[src/rtl/psa_pkg.sv]
package psa_pkg;
  localparam int SEG_W = 8;

  typedef enum logic [2:0] {
    K_WRAP     = 3'd0,
    K_SSAT     = 3'd1,
    K_USAT_ADD = 3'd2,
    K_USAT_SUB = 3'd3,
    K_AVG      = 3'd4
  } kind_e;

  typedef struct packed {
    logic  inv_y;
    logic  cin;
    logic  pair;
    logic  zero;
    kind_e kind;
  } ctl_t;

  function automatic ctl_t decode(input logic [3:0] op, input logic [1:0] lsz);
    ctl_t c;
    c.inv_y = (op == 4'd1) || (op == 4'd3) || (op == 4'd5);
    c.cin   = c.inv_y || (op == 4'd6);
    c.pair  = (op == 4'd7) || (op == 4'd8);
    c.zero  = (op > 4'd8) || (c.pair && ((lsz == 2'd0) || (lsz == 2'd3)));
    case (op)
      4'd2, 4'd3, 4'd8: c.kind = K_SSAT;
      4'd4:             c.kind = K_USAT_ADD;
      4'd5:             c.kind = K_USAT_SUB;
      4'd6:             c.kind = K_AVG;
      default:          c.kind = K_WRAP;
    endcase
    return c;
  endfunction
endpackage

[src/rtl/psa_hpair.sv]
module psa_hpair #(
  parameter int VEC_W = 256,
  parameter int BLK_W = 128
) (
  input  logic [VEC_W-1:0] a,
  input  logic [VEC_W-1:0] b,
  input  logic [1:0]       lsz,
  output logic [VEC_W-1:0] x,
  output logic [VEC_W-1:0] y
);
  localparam int NBLK = VEC_W / BLK_W;

  logic [1:0][VEC_W-1:0] xw;
  logic [1:0][VEC_W-1:0] yw;

  for (genvar h = 0; h < NBLK; h++) begin : g_blk
    for (genvar s = 1; s < 3; s++) begin : g_sz
      localparam int W  = 8 << s;
      localparam int NH = BLK_W / W;
      for (genvar j = 0; j < NH; j++) begin : g_lane
        localparam int  P   = (j < NH / 2) ? j : j - NH / 2;
        localparam int  DST = h * BLK_W + j * W;
        localparam int  SRC = h * BLK_W + 2 * P * W;
        if (j < NH / 2) begin : g_a
          assign xw[s-1][DST +: W] = a[SRC +: W];
          assign yw[s-1][DST +: W] = a[SRC + W +: W];
        end else begin : g_b
          assign xw[s-1][DST +: W] = b[SRC +: W];
          assign yw[s-1][DST +: W] = b[SRC + W +: W];
        end
      end
    end
  end

  assign x = (lsz == 2'd2) ? xw[1] : xw[0];
  assign y = (lsz == 2'd2) ? yw[1] : yw[0];
endmodule

[src/rtl/psa_segadd.sv]
module psa_segadd
  import psa_pkg::*;
#(
  parameter int VEC_W = 256
) (
  input  logic [VEC_W-1:0]       x,
  input  logic [VEC_W-1:0]       y,
  input  logic                   inv_y,
  input  logic                   cin,
  input  logic [1:0]             lsz,
  output logic [VEC_W-1:0]       sum,
  output logic [VEC_W/SEG_W-1:0] cout
);
  localparam int NSEG = VEC_W / SEG_W;

  logic [2:0] lane_mask;
  assign lane_mask = 3'((4 'd1 << lsz) - 4'd1);

  always_comb begin
    logic             c;
    logic [SEG_W:0]   t;
    logic [SEG_W-1:0] ys;
    c    = cin;
    sum  = '0;
    cout = '0;
    for (int i = 0; i < NSEG; i++) begin
      if ((3'(i) & lane_mask) == 3'd0) c = cin;
      ys = inv_y ? ~y[i*SEG_W +: SEG_W] : y[i*SEG_W +: SEG_W];
      t  = {1'b0, x[i*SEG_W +: SEG_W]} + {1'b0, ys} + {{SEG_W{1'b0}}, c};
      sum[i*SEG_W +: SEG_W] = t[SEG_W-1:0];
      cout[i] = t[SEG_W];
      c = t[SEG_W];
    end
  end
endmodule

[src/rtl/psa_lanefix.sv]
module psa_lanefix
  import psa_pkg::*;
#(
  parameter int VEC_W = 256
) (
  input  logic [VEC_W-1:0]       x,
  input  logic [VEC_W-1:0]       y,
  input  logic [VEC_W-1:0]       sum,
  input  logic [VEC_W/SEG_W-1:0] cout,
  input  logic                   inv_y,
  input  kind_e                  kind,
  input  logic [1:0]             lsz,
  output logic [VEC_W-1:0]       res
);
  logic [3:0][VEC_W-1:0] per_sz;

  for (genvar s = 0; s < 4; s++) begin : g_sz
    localparam int W      = 8 << s;
    localparam int NL     = VEC_W / W;
    localparam int SB     = W / SEG_W;
    localparam bit SAT_OK = (W <= 16);
    for (genvar k = 0; k < NL; k++) begin : g_lane
      logic [W-1:0] sl;
      logic [W-1:0] rl;
      logic         xs, ys, ss, co;
      assign sl = sum[k*W +: W];
      assign xs = x[k*W + W - 1];
      assign ys = y[k*W + W - 1] ^ inv_y;
      assign ss = sl[W-1];
      assign co = cout[k*SB + SB - 1];
      always_comb begin
        rl = sl;
        if (kind == K_AVG)
          rl = {co, sl[W-1:1]};
        else if (SAT_OK && (kind == K_SSAT) && (xs == ys) && (ss != xs))
          rl = xs ? {1'b1, {(W-1){1'b0}}} : {1'b0, {(W-1){1'b1}}};
        else if (SAT_OK && (kind == K_USAT_ADD) && co)
          rl = '1;
        else if (SAT_OK && (kind == K_USAT_SUB) && !co)
          rl = '0;
      end
      assign per_sz[s][k*W +: W] = rl;
    end
  end

  assign res = per_sz[lsz];
endmodule

[src/rtl/packed_sat_adder.sv]
module packed_sat_adder
  import psa_pkg::*;
#(
  parameter int VEC_W = 256
) (
  input  logic             clk,
  input  logic             rst_n,
  input  logic             in_valid,
  output logic             in_ready,
  input  logic [VEC_W-1:0] in_a,
  input  logic [VEC_W-1:0] in_b,
  input  logic [3:0]       in_op,
  input  logic [1:0]       in_lsz,
  input  logic             in_wide,
  output logic             out_valid,
  input  logic             out_ready,
  output logic [VEC_W-1:0] out_data
);
  localparam int HALF_W = VEC_W / 2;
  localparam int NSEG   = VEC_W / SEG_W;

  ctl_t ctl;
  assign ctl = decode(in_op, in_lsz);

  logic [VEC_W-1:0] hx, hy, opx, opy, sum, fixed;
  logic [VEC_W-1:0] res_n;
  logic [NSEG-1:0]  cout;
  logic             fire;

  psa_hpair #(.VEC_W(VEC_W), .BLK_W(128)) u_hpair (
    .a(in_a), .b(in_b), .lsz(in_lsz), .x(hx), .y(hy)
  );

  assign opx = ctl.pair ? hx : in_a;
  assign opy = ctl.pair ? hy : in_b;

  psa_segadd #(.VEC_W(VEC_W)) u_add (
    .x(opx), .y(opy), .inv_y(ctl.inv_y), .cin(ctl.cin), .lsz(in_lsz),
    .sum(sum), .cout(cout)
  );

  psa_lanefix #(.VEC_W(VEC_W)) u_fix (
    .x(opx), .y(opy), .sum(sum), .cout(cout), .inv_y(ctl.inv_y),
    .kind(ctl.kind), .lsz(in_lsz), .res(fixed)
  );

  always_comb begin
    res_n = ctl.zero ? '0 : fixed;
    if (!in_wide) res_n[VEC_W-1:HALF_W] = '0;
  end

  assign in_ready = !out_valid || out_ready;
  assign fire     = in_valid && in_ready;

  always_ff @(posedge clk or negedge rst_n) begin
    if (!rst_n) begin
      out_valid <= 1'b0;
      out_data  <= '0;
    end else if (fire) begin
      out_valid <= 1'b1;
      out_data  <= res_n;
    end else if (out_ready) begin
      out_valid <= 1'b0;
    end
  end

  assert_hold_R1: assert property (@(posedge clk) disable iff (!rst_n)
    out_valid && !out_ready |=> out_valid && $stable(out_data));

  assert_narrow_R10: assert property (@(posedge clk) disable iff (!rst_n)
    fire && !in_wide |=> out_data[VEC_W-1:HALF_W] == '0);

  assert_no_wrap_R4: assert property (@(posedge clk) disable iff (!rst_n)
    fire && in_op == 4'd2 && in_lsz == 2'd0 && !in_a[7] && !in_b[7]
    |=> !out_data[7]);

  assert_usub_floor_R5: assert property (@(posedge clk) disable iff (!rst_n)
    fire && in_op == 4'd5 && in_lsz == 2'd0 |=> out_data[7:0] <= $past(in_a[7:0]));

  assert_avg_between_R6: assert property (@(posedge clk) disable iff (!rst_n)
    fire && in_op == 4'd6 && in_lsz == 2'd0 |=>
      ((out_data[7:0] >= $past(in_a[7:0])) || (out_data[7:0] >= $past(in_b[7:0]))) &&
      ((out_data[7:0] <= $past(in_a[7:0])) || (out_data[7:0] <= $past(in_b[7:0]))));

  assert_lane_cut_R3: assert property (@(posedge clk) disable iff (!rst_n)
    fire && in_op == 4'd0 && in_lsz == 2'd0 |=>
      out_data[15:8] == 8'($past(in_a[15:8]) + $past(in_b[15:8])));

  assert_undef_zero_R11: assert property (@(posedge clk) disable iff (!rst_n)
    fire && in_op > 4'd8 |=> out_data == '0);
endmodule

[config.mk]
export PLATFORM = sky130hd
export DESIGN_NAME = packed_sat_adder
export DESIGN_NICKNAME = d
export VERILOG_FILES = /design/src/rtl/psa_pkg.sv /design/src/rtl/psa_hpair.sv /design/src/rtl/psa_segadd.sv /design/src/rtl/psa_lanefix.sv /design/src/rtl/packed_sat_adder.sv
export SDC_FILE = /design/constraint.sdc
export NUM_CORES = 2
export LEC_CHECK = 0
export BUFFER_PORTS_ARGS = -buffer_cell sky130_fd_sc_hd__buf_2
export CAP_MARGIN = 10
export CORE_ASPECT_RATIO = 1.25
export CORE_UTILIZATION = 40
export CTS_CLUSTER_SIZE = 28
export DETAILED_ROUTE_END_ITERATION = 12
export MAX_ROUTING_LAYER = met4
export SLEW_MARGIN = 20
export SYNTH_ARGS = -nofsm -noshare
export SYNTH_HDL_FRONTEND = slang
export SYNTH_HIERARCHICAL = 1
export SYNTH_SLANG_ARGS = --single-unit
[constraint.sdc]
create_clock -name clk -period 1.7 [get_ports clk]
set_clock_uncertainty 0.2 [all_clocks]
set_input_delay 0.34 -clock clk [delete_from_list [all_inputs] [get_ports clk]]
set_output_delay 0.34 -clock clk [all_outputs]
set_load 0.01 [all_outputs]
Yosys cells after proc, flatten, opt, wreduce, memory -nomap -nowiden
Cells that the tools add are included.
W data, S select, Z words.
- equal/unequal tests: 78
- bitwise operators: 64
- mux-type cells: 323
- magnitude comparators: 2
- reductions and logical operators: 180
- shifts and indexed selects: 1
- $add $sub $neg: 65
- $mul: 0
- div/mod/pow operators: 0
- operators with widths (cell ; number):
    $mux W8 ; 192
    $mux W16 ; 80
    $mux W256 ; 4
    $bmux W256 S2 ; 1
    $mux W240 ; 2
    $add A8 B8 Y9 ; 32
    $add A9 B1 Y9 ; 32
    $mux W32 ; 8
    $mux W64 ; 4
    $not A8 Y8 ; 32
    $logic_and A1 B1 Y1 ; 130
    $mux W128 ; 1
    $logic_not A1 Y1 ; 33
    $eq A1 B1 Y1 ; 32
    $ne A1 B1 Y1 ; 32
    $xor A1 B1 Y1 ; 32
    $mux W1 ; 30
    $logic_not A3 Y1 ; 7
    $eq A4 B3 Y1 const B ; 4
    $pmux W3 S4 ; 1
    $eq A4 B2 Y1 const B ; 2
    $logic_or A1 B1 Y1 ; 7
    $eq A3 B2 Y1 const B ; 2
    $eq A2 B2 Y1 const B ; 2
    other kinds (11) ; 11
- RAM bits: 0
- input bits: 523
- register bits after elaboration: 257
- bits in latches: 0
- bits in read-only memories: 0
- word-level logic and storage cells: 715
- output and inout bits: 258
- memories kept: 0

Longest topological paths before layout
- depth after elaboration: 31
- mapped depth: 72
- gate-level depth less buffers: 69

By module
Netlist, hierarchy kept.
- modules (own cells, without submodules) (module ; seq. area each (um^2) ; cells each ; instances ; area each (um^2)):
    packed_sat_adder ; 6431.2 ; 1704 ; 1 ; 16185.5
    psa_segadd ; 0.0 ; 1726 ; 1 ; 13475.4
    psa_lanefix ; 0.0 ; 2046 ; 1 ; 12235.5
    psa_hpair ; 0.0 ; 542 ; 1 ; 5197.5

Worst setup path before layout
Ideal clock, no wire load.
- path type: in2reg
- from: input in_op[0]
- to: register out_data[248]
- library setup time: 0.083 ns
- buffers on the path: 4
- cell stages on the path: 72
- arrival time: 15.700 ns
- data required time: 1.417 ns
- path slack: -14.282 ns
- path through: clkbuf_1 -> nor3_1 -> a31oi_2 -> buf_4 -> buf_2 -> mux2_1 -> xor2_1 -> fa_1 -> inv_1 -> fa_1 -> nand2b_1 -> a21oi_1 -> o21a_1 -> o21ai_0 -> a31o_2 -> fa_1 -> fa_1 -> nand2b_1 -> (+36 left out) -> a21oi_2 -> o311ai_2 -> a31o_2 -> fa_1 -> fa_1 -> nor2b_1 -> o21ai_1 -> nand2b_1 -> a31oi_1 -> a21oi_1 -> and4bb_2 -> a41oi_2 -> o21a_1 -> and2_1 -> buf_2 -> a221o_1 -> nand2_1 -> o21ai_0
- longest elaborated chain between the ends: 31
- elaborated cells on any way between the ends: 84
- those cells by class: add/sub (16); order compare (1); eq/ne (14); mux (34); bitwise (7); reduce/logical (12)
- ends and longest elaborated chain (item ; line ; text):
    start: declaration ; packed_sat_adder.sv:12 ; input logic [3:0] in_op,
    $eq A4 B3 Y1 / $eq A4 B4 Y1 (equally long branches) ; psa_pkg.sv:24 ; c.pair = (op == 4'd7) || (op == 4'd8);
    $logic_or A1 B1 Y1 (*) ; psa_pkg.sv:24 ;
    $mux W240 (*) ; packed_sat_adder.sv:35 ; assign opy = ctl.pair ? hy : in_b;
    via opy[192] ; packed_sat_adder.sv:25 ; logic [VEC_W-1:0] hx, hy, opx, opy, sum, fixed;
    $not A8 Y8 ; psa_segadd.sv:28 ; ys = inv_y ? ~y[i*SEG_W +: SEG_W] : y[i*SEG_W +: SEG_W];
    $mux W8 (*) ; psa_segadd.sv:28 ;
    $add A8 B8 Y9 (*) ; psa_segadd.sv:29 ; t = {1'b0, x[i*SEG_W +: SEG_W]} + {1'b0, ys} + {{SEG_W{1'b0}}, c};
    $add A9 B1 Y9 (*) ; psa_segadd.sv:29 ;
    (+14 left out) ; n/a ;
    via cout[31] ; packed_sat_adder.sv:27 ; logic [NSEG-1:0] cout;
    (+3 left out) ; n/a ;
    $mux W8 / $mux W16 (equally long branches) ; psa_lanefix.sv:37 ; else if (SAT_OK && (kind == K_USAT_ADD) && co)
    $mux W8 / $mux W16 (equally long branches) ; psa_lanefix.sv:35 ; else if (SAT_OK && (kind == K_SSAT) && (xs == ys) && (ss != xs))
    $mux W8 / $mux W16 (equally long branches) ; psa_lanefix.sv:33 ; if (kind == K_AVG)
    $bmux W256 S2 (*) ; psa_lanefix.sv:46 ; assign res = per_sz[lsz];
    $mux W256 (not written as such) (*) ; psa_lanefix.sv:46 ;
    via fixed[248] ; packed_sat_adder.sv:25 ;
    $mux W256 (*) ; packed_sat_adder.sv:48 ; res_n = ctl.zero ? '0 : fixed;
    $mux W128 (*) ; packed_sat_adder.sv:49 ; if (!in_wide) res_n[VEC_W-1:HALF_W] = '0;
    end signal: assignment ; packed_sat_adder.sv:61 ; out_data <= res_n;
    end: declaration ; packed_sat_adder.sv:17 ; output logic [VEC_W-1:0] out_data
The timed path passes the listed nets; every way through them passes the cells marked *. The select of a mux whose other input is x is not followed.
A chain may end at the register's enable or synchronous reset.

Worst setup path in the final report
- from: input in_op[2]
- to: register out_data[187]
Same word-level chain as after synthesis.

==> flow_summary.json <==
{
  "synthArstFlopShare_pct": 100,
  "worst-r2r-setup-slack_ps": -120,
  "grt_pass1_wl_mm": 341,
  "layout.nets": 8698,
  "area_delta_synth_final_pct": 40.5,
  "crit_path_top_delay_cell": "fa_2",
  "total_leakage_power_nw": 31.8,
  "average_vias_per_placed_instance": 5.76,
  "setup_violations": 414,
  "initial_utilization_pct": 40.4,
  "ctsHtreeMaxLevel": 2,
  "actual_transition_at_the_worst_max_transition_pin_ps": 878,
  "core-area_sq_mm": 0.117,
  "final_period_minus_worst_setup_slack_ps": 14040,
  "worst-path-max-fanout": 7,
  "worst-path-buf-inv": 6,
  "endpoint_kind": "flip-flop",
  "syn-instance-count": 6018,
  "outcome": "finished, violations left",
  "power_density_mw_per_mm2": 890,
  "max_clock_freq_ghz": 0.0712,
  "dp_hpwl_mm": 198,
  "hold_path.class": "in2reg",
  "wl_per_cell_um": 25.6,
  "sequentialPowerShare_pct": 13.9,
  "synth_fp_nets": 6829,
  "antenna_found_initial": 17,
  "grt_max_degree": 84,
  "report.final.slew_viol_count": 0,
  "core.rowCount": 140,
  "switching_power_mw": 27.4,
  "chipHeight_um": 386,
  "filler_instances": 11050,
  "clkPwrFrac_pct": 14.0,
  "synth-seq-area-share_pct": 13.7,
  "power.internal_mw": 31.5,
  "grt.overflow.total": 0,
  "tritoncts": "built",
  "routed_met1_length_mm": 97.0,
  "fin_util_pct": 56.7,
  "grt_usage_pct": 39.8,
  "numClockSinks": 257,
  "fin_total_pwr_mw": 58.9,
  "clk_pin_slew_ps": 80,
  "route.met3.wl_mm": 17.8,
  "failed_checks": "negative setup slack",
  "worst_hold_slack_ps": 97.4,
  "placed_cells": 9265,
  "ctsLongestPathBuffers": 3,
  "dieWidth_um": 309,
  "maxCapViolCount": 0,
  "fin_ws_ps": -12340,
  "drt_drc_violations_left": 0,
  "arrival_ps": 14410,
  "top_layer_used": "met4",
  "cts_made_buffers": 36,
  "critPathMostFrequentCell": "fa_2",
  "clkLatencyLatePin_ps": 660,
  "final_layout_size_suffix_gt1_share_pct": 43.0,
  "max-slew-margin-rel_pct": 41.0,
  "ys_warn_count": 6,
  "cpLargestDelayFamily": "adder cells",
  "ports": 781,
  "power.switching_fraction_pct": 46.5,
  "comb_power_share_pct": 72.1,
  "drt_pre_antenna_iters": 6,
  "final_common_cell": "buf_4",
  "met2_wirelength_mm": 108,
  "min_period_over_period_pct": 826,
  "rsz0062_at_grt": "yes",
  "critPathRequiredTime_ps": 2060,
  "synth.distinct_cells": 97,
  "critical_path.startpoint_type": "primary input",
  "fin_cells": 9487,
  "cts_root_buffer": "clkbuf_16",
  "netlist_area_sq_mm": 0.0471,
  "peakVddDrop_uv": 754,
  "route.antenna.remaining_nets": 0,
  "post_synth.cell_area_avg_sq_um": 7.83,
  "synth_seq_cells": 257,
  "vias": 54650,
  "die_area_sq_mm": 0.119,
  "layout_common_cells": "1581 x buf_4, 872 x nand2_1, 775 x buf_2, 454 x mux2_1, 387 x o21ai_0",
  "timing.critical_path.slowest_cell_delay_ps": 410,
  "port_buffers": 780,
  "drt_wl_total_mm": 243,
  "yosys_most_used_dff": "dfrtp_1",
  "place_congestion": 1.07,
  "first_global_vias": 51510,
  "critPathKind": "in2reg",
  "dr.first_iter.drc_count": 5135,
  "hold_viol_final": 0,
  "synth_edf_count": 0
}
-- registers in the layout, indices dropped and copies added (netlist names) --
name and cells:
out_data 256, out_valid 1
-- tightest hold or removal path, stage by stage --
cell and delay (ps):
buf_2 100, nand4_1 170, buf_12 200, o21ai_1 80
-- per-stage QoR --
step	setup WS [ps]	TNS (ps)	area, sq um
2_1_floorplan	-12480	-2022960	47800
3_3_place_gp	-13070	-2214490	62300
3_5_place_dp	-13360	-2257340	62300
4_1_cts	-12130	-2017460	64400
5_1_grt	-12880	-2146910	66200
6_report	-12340	-2054630	66200
-- timing repair --
action	4_1_cts	5_1_grt
pin swaps	138	267
endpoints found under the hold margin	259	0
gates resized for setup	136	360
endpoints found under the setup margin	472	475
setup buffers	63	89
hold buffers	4	0
gates cloned	1	3
-- power by group through the flow --
stage | combinational, mW | sequential (mW) | clock [mW]
after CTS | 39.8 | 8.12 | 8.40
after detailed placement | 39.0 | 8.21 | 0
after global routing | 44.9 | 8.20 | 8.56
after global placement | 38.7 | 8.21 | 0
final | 42.4 | 8.17 | 8.27
after floorplan | 20.0 | 8.28 | 0
-- cell families (layout without fill, tap and decap cells) --
family                   Yosys count  count (layout)  synth area share, %
AO/OA/AOI/OAI                   1584            1584                 22.8
other                              0              12                    0
multiplexers                     777             777                 18.6
flip-flops                       257             257                 13.7
XOR/XNOR                         471             471                 8.84
adder cells (fa/ha/maj)          288             288                 8.67
AND/OR/NAND/NOR                 1784            1784                 17.3
buffers and inverters            857            2752                 10.1
-- path summary, 6_finish.rpt --
check	to	from	cells after the start
min in group asynchronous	out_data[202]	rst_n	3
max	out_data[187]	in_op[2]	71
max in group asynchronous	out_data[62]	rst_n	3
min reg2reg	out_data[4]	out_data[4]	2
max reg2reg	out_data[65]	out_valid	6
min	out_data[184]	in_wide	4
-- per-layer routing --
layer	vias to the layer above	track usage [%]
met4	0	25.0
met2	2621	62.2
met1	26311	48.3
met5	-	-
met3	668	5.26
li1	25050	-
-- layout make-up --
class | count | area, sq um | area share, %
antenna | 12 | 30.0 | 0.0454
clock buffer | 46 | 968 | 1.46
clock inverter | 18 | 233 | 0.352
inverter | 207 | 785 | 1.19
multi-input combinational | 4904 | 37900 | 57.2
sequential | 257 | 6430 | 9.72
tap | 1562 | 1950 | 2.95
timing repair buffer | 2481 | 17900 | 27.1
-- cells in the mapped netlist, drive strengths merged, types with 110 or more instances --
cell type	count	area [sq um]
nand3	155	776
clkbuf	211	965
nor2	265	997
mux2	772	8690
nand2	905	3430
ha	224	2800
a221o	156	1560
a21oi	228	1230
a31oi	124	832
inv	207	777
dfrtp	257	6430
xnor2	195	1710
o21ai	650	3310
buf	439	3000
xor2	276	2450
and3	110	688
No activity file was read; power rests on OpenSTA's default activity.
